File: config.mk
export PLATFORM = sky130hd
export DESIGN_NAME = byte_spi_master
export DESIGN_NICKNAME = d
export VERILOG_FILES = /design/src/rtl/spi_pkg.sv /design/src/rtl/spi_clk_div.sv /design/src/rtl/spi_shift_engine.sv /design/src/rtl/spi_regfile.sv /design/src/rtl/byte_spi_master.sv
export SDC_FILE = /design/constraint.sdc
export NUM_CORES = 1
export LEC_CHECK = 0
export CORE_UTILIZATION = 30
export DETAILED_ROUTE_END_ITERATION = 12
export PLACE_DENSITY = 0.57
export SYNTH_ARGS = -nofsm -noshare
export SYNTH_HDL_FRONTEND = slang
export SYNTH_HIERARCHICAL = 1
export SYNTH_SLANG_ARGS = --single-unit
export TNS_END_PERCENT = 10
File: constraint.sdc
create_clock -name clk -period 2.4 [get_ports clk]
set_input_delay 0.48 -clock clk [delete_from_list [all_inputs] [get_ports clk]]
set_output_delay 0.48 -clock clk [all_outputs]
set_load 0.1 [all_outputs]
File: src/rtl/spi_pkg.sv
package spi_pkg;
   localparam int BUS_W  = 8;
   localparam int ADDR_W = 3;

   localparam logic [ADDR_W-1:0] OFS_CTRL = 3'd0;
   localparam logic [ADDR_W-1:0] OFS_STAT = 3'd1;
   localparam logic [ADDR_W-1:0] OFS_PIN  = 3'd2;
   localparam logic [ADDR_W-1:0] OFS_PRE  = 3'd3;
   localparam logic [ADDR_W-1:0] OFS_TX   = 3'd4;
   localparam logic [ADDR_W-1:0] OFS_RX   = 3'd5;

   // control register, bit 0 = irq_en ... bit 4 = cpha
   typedef struct packed {
      logic cpha;
      logic cpol;
      logic sck_en;
      logic master;
      logic irq_en;
   } ctrl_t;

   localparam int CTRL_W = $bits(ctrl_t);
endpackage

File: src/rtl/spi_clk_div.sv
module spi_clk_div #(
   parameter int PRE_W = 8
) (
   input  logic             clk,
   input  logic             rst_n,
   input  logic             run,
   input  logic [PRE_W-1:0] pre,
   output logic             tick
);
   logic [PRE_W-1:0] cnt;

   assign tick = run && (cnt == pre);

   always_ff @(posedge clk or negedge rst_n) begin
      if (!rst_n)          cnt <= '0;
      else if (!run)       cnt <= '0;
      else if (cnt == pre) cnt <= '0;
      else                 cnt <= cnt + 1'b1;
   end
endmodule

File: src/rtl/spi_shift_engine.sv
module spi_shift_engine #(
   parameter int DATA_W = 8
) (
   input  logic              clk,
   input  logic              rst_n,
   input  logic              start,
   input  logic [DATA_W-1:0] tx_byte,
   input  logic              cpha,
   input  logic              tick,
   input  logic              miso,
   output logic              busy,
   output logic              done,
   output logic              phase,
   output logic              mosi_bit,
   output logic [DATA_W-1:0] rx_byte
);
   localparam int EDGES = 2 * DATA_W;
   localparam int EW    = $clog2(EDGES);
   localparam logic [EW-1:0] LAST = EW'(EDGES - 1);

   logic [EW-1:0]     edge_idx;
   logic [DATA_W-1:0] txsh, rxsh;
   logic              cpha_q;
   logic              leading, last_edge, do_shift, do_sample;

   assign leading   = ~edge_idx[0];
   assign last_edge = (edge_idx == LAST);
   assign done      = busy && tick && last_edge;
   assign do_shift  = cpha_q ? leading : (~leading && !last_edge);
   assign do_sample = cpha_q ? ~leading : leading;

   always_ff @(posedge clk or negedge rst_n) begin
      if (!rst_n) begin
         busy     <= 1'b0;
         edge_idx <= '0;
         phase    <= 1'b0;
         txsh     <= '0;
         rxsh     <= '0;
         cpha_q   <= 1'b0;
         mosi_bit <= 1'b0;
         rx_byte  <= '0;
      end else if (start) begin
         busy     <= 1'b1;
         edge_idx <= '0;
         phase    <= 1'b0;
         rxsh     <= '0;
         cpha_q   <= cpha;
         if (!cpha) begin
            mosi_bit <= tx_byte[DATA_W-1];
            txsh     <= {tx_byte[DATA_W-2:0], 1'b0};
         end else begin
            txsh     <= tx_byte;
         end
      end else if (busy && tick) begin
         phase    <= ~phase;
         edge_idx <= edge_idx + 1'b1;
         if (do_shift) begin
            mosi_bit <= txsh[DATA_W-1];
            txsh     <= {txsh[DATA_W-2:0], 1'b0};
         end
         if (do_sample) rxsh <= {rxsh[DATA_W-2:0], miso};
         if (last_edge) begin
            busy    <= 1'b0;
            rx_byte <= cpha_q ? {rxsh[DATA_W-2:0], miso} : rxsh;
         end
      end
   end
endmodule

File: src/rtl/spi_regfile.sv
module spi_regfile
   import spi_pkg::*;
#(
   parameter int                PRE_W     = 8,
   parameter logic [PRE_W-1:0]  PRE_RESET = '1,
   parameter int                DATA_W    = 8
) (
   input  logic              clk,
   input  logic              rst_n,
   input  logic              cs,
   input  logic              wr,
   input  logic              rd,
   input  logic [ADDR_W-1:0] addr,
   input  logic [BUS_W-1:0]  wdata,
   output logic [BUS_W-1:0]  rdata,
   input  logic              busy,
   input  logic              done,
   input  logic [DATA_W-1:0] rx_byte,
   output ctrl_t             ctrl,
   output logic              keep,
   output logic [PRE_W-1:0]  pre,
   output logic              tx_wr,
   output logic              stat_rd,
   output logic              start,
   output logic              may_run,
   output logic              ready,
   output logic              coll,
   output logic              irq
);
   assign tx_wr   = cs && wr && (addr == OFS_TX);
   assign stat_rd = cs && rd && (addr == OFS_STAT);
   assign may_run = ctrl.master && ctrl.sck_en;
   assign start   = tx_wr && !busy && may_run;
   assign irq     = ready && ctrl.irq_en;

   always_ff @(posedge clk or negedge rst_n) begin
      if (!rst_n) begin
         ctrl <= '0;
         keep <= 1'b0;
         pre  <= PRE_RESET;
      end else if (cs && wr) begin
         case (addr)
            OFS_CTRL: ctrl <= ctrl_t'(wdata[CTRL_W-1:0]);
            OFS_PIN:  keep <= wdata[0];
            OFS_PRE:  pre  <= wdata[PRE_W-1:0];
            default: ;
         endcase
      end
   end

   // completion outranks clearing
   always_ff @(posedge clk or negedge rst_n) begin
      if (!rst_n)                ready <= 1'b0;
      else if (done)             ready <= 1'b1;
      else if (stat_rd || start) ready <= 1'b0;
   end

   always_ff @(posedge clk or negedge rst_n) begin
      if (!rst_n)             coll <= 1'b0;
      else if (tx_wr && busy) coll <= 1'b1;
      else if (stat_rd)       coll <= 1'b0;
   end

   always_comb begin
      rdata = '0;
      case (addr)
         OFS_CTRL: rdata = BUS_W'(ctrl);
         OFS_STAT: rdata = BUS_W'({busy, coll, ready});
         OFS_PIN:  rdata = BUS_W'(keep);
         OFS_PRE:  rdata = BUS_W'(pre);
         OFS_RX:   rdata = BUS_W'(rx_byte);
         default:  rdata = '0;
      endcase
   end
endmodule

File: src/rtl/byte_spi_master.sv
module byte_spi_master
   import spi_pkg::*;
#(
   parameter int               DATA_W    = 8,
   parameter int               PRE_W     = 8,
   parameter logic [PRE_W-1:0] PRE_RESET = '1
) (
   input  logic              clk,
   input  logic              rst_n,
   input  logic              cs,
   input  logic              wr,
   input  logic              rd,
   input  logic [ADDR_W-1:0] addr,
   input  logic [BUS_W-1:0]  wdata,
   output logic [BUS_W-1:0]  rdata,
   output logic              irq,
   output logic              sck,
   output logic              mosi,
   output logic              mosi_oe,
   input  logic              miso
);
   generate
      if (DATA_W != 8) begin : g_bad_word
         $error("byte_spi_master: word size must be 8");
      end
      if (PRE_W < 1 || PRE_W > BUS_W) begin : g_bad_pre
         $error("byte_spi_master: prescaler width out of range");
      end
   endgenerate

   ctrl_t             ctrl;
   logic              keep, tx_wr, stat_rd, start, may_run, ready, coll;
   logic              busy, done, phase, mosi_bit, tick;
   logic [PRE_W-1:0]  pre;
   logic [DATA_W-1:0] rx_byte;
   logic              cpol;

   assign cpol = ctrl.cpol;

   spi_regfile #(.PRE_W(PRE_W), .PRE_RESET(PRE_RESET), .DATA_W(DATA_W)) u_regs (
      .clk(clk), .rst_n(rst_n), .cs(cs), .wr(wr), .rd(rd), .addr(addr),
      .wdata(wdata), .rdata(rdata), .busy(busy), .done(done), .rx_byte(rx_byte),
      .ctrl(ctrl), .keep(keep), .pre(pre), .tx_wr(tx_wr), .stat_rd(stat_rd),
      .start(start), .may_run(may_run), .ready(ready), .coll(coll), .irq(irq)
   );

   spi_clk_div #(.PRE_W(PRE_W)) u_div (
      .clk(clk), .rst_n(rst_n), .run(busy), .pre(pre), .tick(tick)
   );

   spi_shift_engine #(.DATA_W(DATA_W)) u_eng (
      .clk(clk), .rst_n(rst_n), .start(start), .tx_byte(wdata[DATA_W-1:0]),
      .cpha(ctrl.cpha), .tick(tick), .miso(miso), .busy(busy), .done(done),
      .phase(phase), .mosi_bit(mosi_bit), .rx_byte(rx_byte)
   );

   assign sck     = busy ? (cpol ^ phase) : cpol;
   assign mosi    = mosi_bit;
   assign mosi_oe = busy || keep;
endmodule

==> impl_metrics.py <==
metrics = {
    "clock_tree": {
        "cts.path.max_buffers": 2,
        "path_clk_slew_ns": 0.11,
        "holdBufCountCts": 0,
        "tritoncts": "yes",
        "clock_latency_ns": 0.32,
        "cts_buffers": 5,
        "cts_root_buf": "clkbuf_8",
        "numClockSinks": 56,
        "cts.htree.levels": 2,
    },
    "power": {
        "finalPower_w": 0.00280,
        "ir_worst_vdd_mv": 0.282,
        "p_per_area_nw_per_um2": 716,
        "leakagePower_nw": 1.62,
    },
    "critical_path": {
        "cp_max_fo": 9,
        "required_ns": 2.60,
        "arrival_ns": 2.44,
        "cp-start-kind": "register",
        "critical_path_class": "register to register",
        "crit_path_end_kind": "register",
    },
    "grt": {
        "antenna_found_initial": 0,
        "grtUsageTotal_pct": 14.2,
        "grt_max_degree": 31,
        "grt_pass1_vias": 2339,
        "grt_pass1_wl_mm": 11.6,
        "overflow": 0,
    },
    "die": {
        "die_y_um": 103,
        "die_area_um2": 10700,
        "die_width_um": 103,
        "io_pins": 29,
        "initial_core_util_pct": 31.2,
        "row_count": 36,
        "core-area_um2": 9860,
    },
    "cells_and_area": {
        "nets": 340,
        "area_growth_pct": 27.0,
        "final_cells": 455,
        "fin_area_um2": 3910,
        "insertedDiodeCount": 0,
        "fill_cells": 951,
        "drive_above_1_share_pct": 32.9,
    },
    "timing": {
        "setup_viol_count_final": 0,
        "tightest_slew_ns": 0.699,
        "min_period_ns": 2.25,
        "period_share_pct": 93.6,
        "final-hold-violation-count": 0,
        "slew_viol_final": 0,
        "finalWorstSetupSlack_ns": 0.153,
        "finClkSkew_ns": 0.0188,
        "fmax_mhz": 445,
        "finalSetupTns_ns": 0,
        "grt_setup_unrepaired": "no",
        "max_slew_margin_pct": 53.1,
    },
    "placed_design": {
        "numPortBuffers": 28,
        "pre_cts_slack_ns": -0.0960,
        "routabilityCongestion": 0.787,
        "dp_hpwl_mm": 5.30,
        "dp.cells": 447,
        "placed_cell_area_um2": 3780,
    },
    "route": {
        "drtPass1Iterations": 4,
        "drcViolationCount": 0,
        "wl_per_cell_um": 15.3,
        "wl_mm": 6.96,
        "vias": 2249,
        "ant_nets": 0,
        "drtIter0Drc": 82,
        "routed_via_density": 4.94,
    },
    "flow_run": {
        "drv_cap": 0,
    },
    "hold_path": {
        "hold_class": "input port to async pin",
    },
    "yosys": {
        "syn-instance-count": 273,
        "yosys_warnings": 6,
        "syn-cell-area_um2": 3080,
        "syn_avg_cell_area_um2": 11.3,
        "syn-num-nets": 292,
    },
    "status": {
        "status": "finished clean",
    },
}
[final cells by class]
| type | count | area (µm²) | share of cell area [%] |
|---|---|---|---|
| multi-input cells | 197 | 1570 | 40.1 |
| well taps | 133 | 166 | 4.25 |
| clock inverters | 3 | 68.8 | 1.76 |
| flip-flops and latches | 56 | 1410 | 36.1 |
| clock buffers | 5 | 68.8 | 1.76 |
| repair buffers | 55 | 607 | 15.5 |
| inverters | 6 | 22.5 | 0.576 |
[cells in the final DEF (no fill, tap or decap), types with 10 or more instances in the layout]
cell type         n
dfrtp_1          48
mux2_2           33
buf_4            26
a21oi_1          17
nand3_1          15
nor2_1           14
buf_12           13
o21ai_0          13
clkdlybuf4s50_1  12
nand2_1          11
xor2_1           10
mux2i_1          10
[power breakdown]
group	internal, W	switching, W	leakage (nW)
clock network	0.000420	0.000318	0.0687
registers	0.00108	0.000130	0.682
logic	0.000353	0.000495	0.874
[worst paths after layout]
| kind | start | end | slack (ns) | cells past startpoint |
|---|---|---|---|---|
| max | u_regs/pre[7]$_DFFE_PN1P_ | u_eng/rx_byte[3]$_DFFE_PN0P_ | 0.15 | 7 |
| min | rst_n | u_div/cnt[5]$_DFF_PN0_ | 0.16 | 1 |
| max reg2reg | u_regs/pre[7]$_DFFE_PN1P_ | u_eng/rx_byte[3]$_DFFE_PN0P_ | 0.15 | 7 |
| min reg2reg | u_eng/rx_byte[5]$_DFFE_PN0P_ | u_eng/rx_byte[5]$_DFFE_PN0P_ | 0.52 | 1 |
| max in group asynchronous | rst_n | u_regs/pre[1]$_DFFE_PN1P_ | 1.59 | 2 |
| min in group clk | u_eng/rx_byte[5]$_DFFE_PN0P_ | u_eng/rx_byte[5]$_DFFE_PN0P_ | 0.52 | 1 |
[worst max-delay path: stages (launching register included)]
cell and delay (ns):
dfstp_2 0.59, xor2_2 0.08, nor4_2 0.29, and3_1 0.31
nand2_1 0.16, nor3_4 0.22, buf_12 0.15, mux2_2 0.33
[what timing repair did]
action                                  CTS  global route
gates resized for setup                   3             0
buffers inserted                          0             0
endpoints found under the setup margin    6             0
[stage by stage]
stage          util (%)  hold WS [ns]
2_1_floorplan         -         0.184
3_3_place_gp       38.3         0.488
3_5_place_dp       38.3         0.493
4_1_cts            39.7         0.178
5_1_grt            39.7         0.193
6_report           39.7         0.164
[state kept, by name, summed over array words and instances (netlist names), 4 cells and up]
signal	count
u_div/cnt	8
u_eng/edge_idx	4
u_eng/rx_byte	8
u_eng/rxsh	8
u_eng/txsh	8
u_regs/ctrl	5
u_regs/pre	8
[routing by layer]
metal / vias up / track usage, % / share of wire, %
li1: 1092 / - / -
met1: 1111 / 18.9 / 47
met2: 35 / 23.3 / 48
met3: 11 / 2.08 / 2.5
met4: 0 / 5.53 / 2.1
met5: - / 0 / 0
No activity file was read; power rests on OpenSTA's default activity.
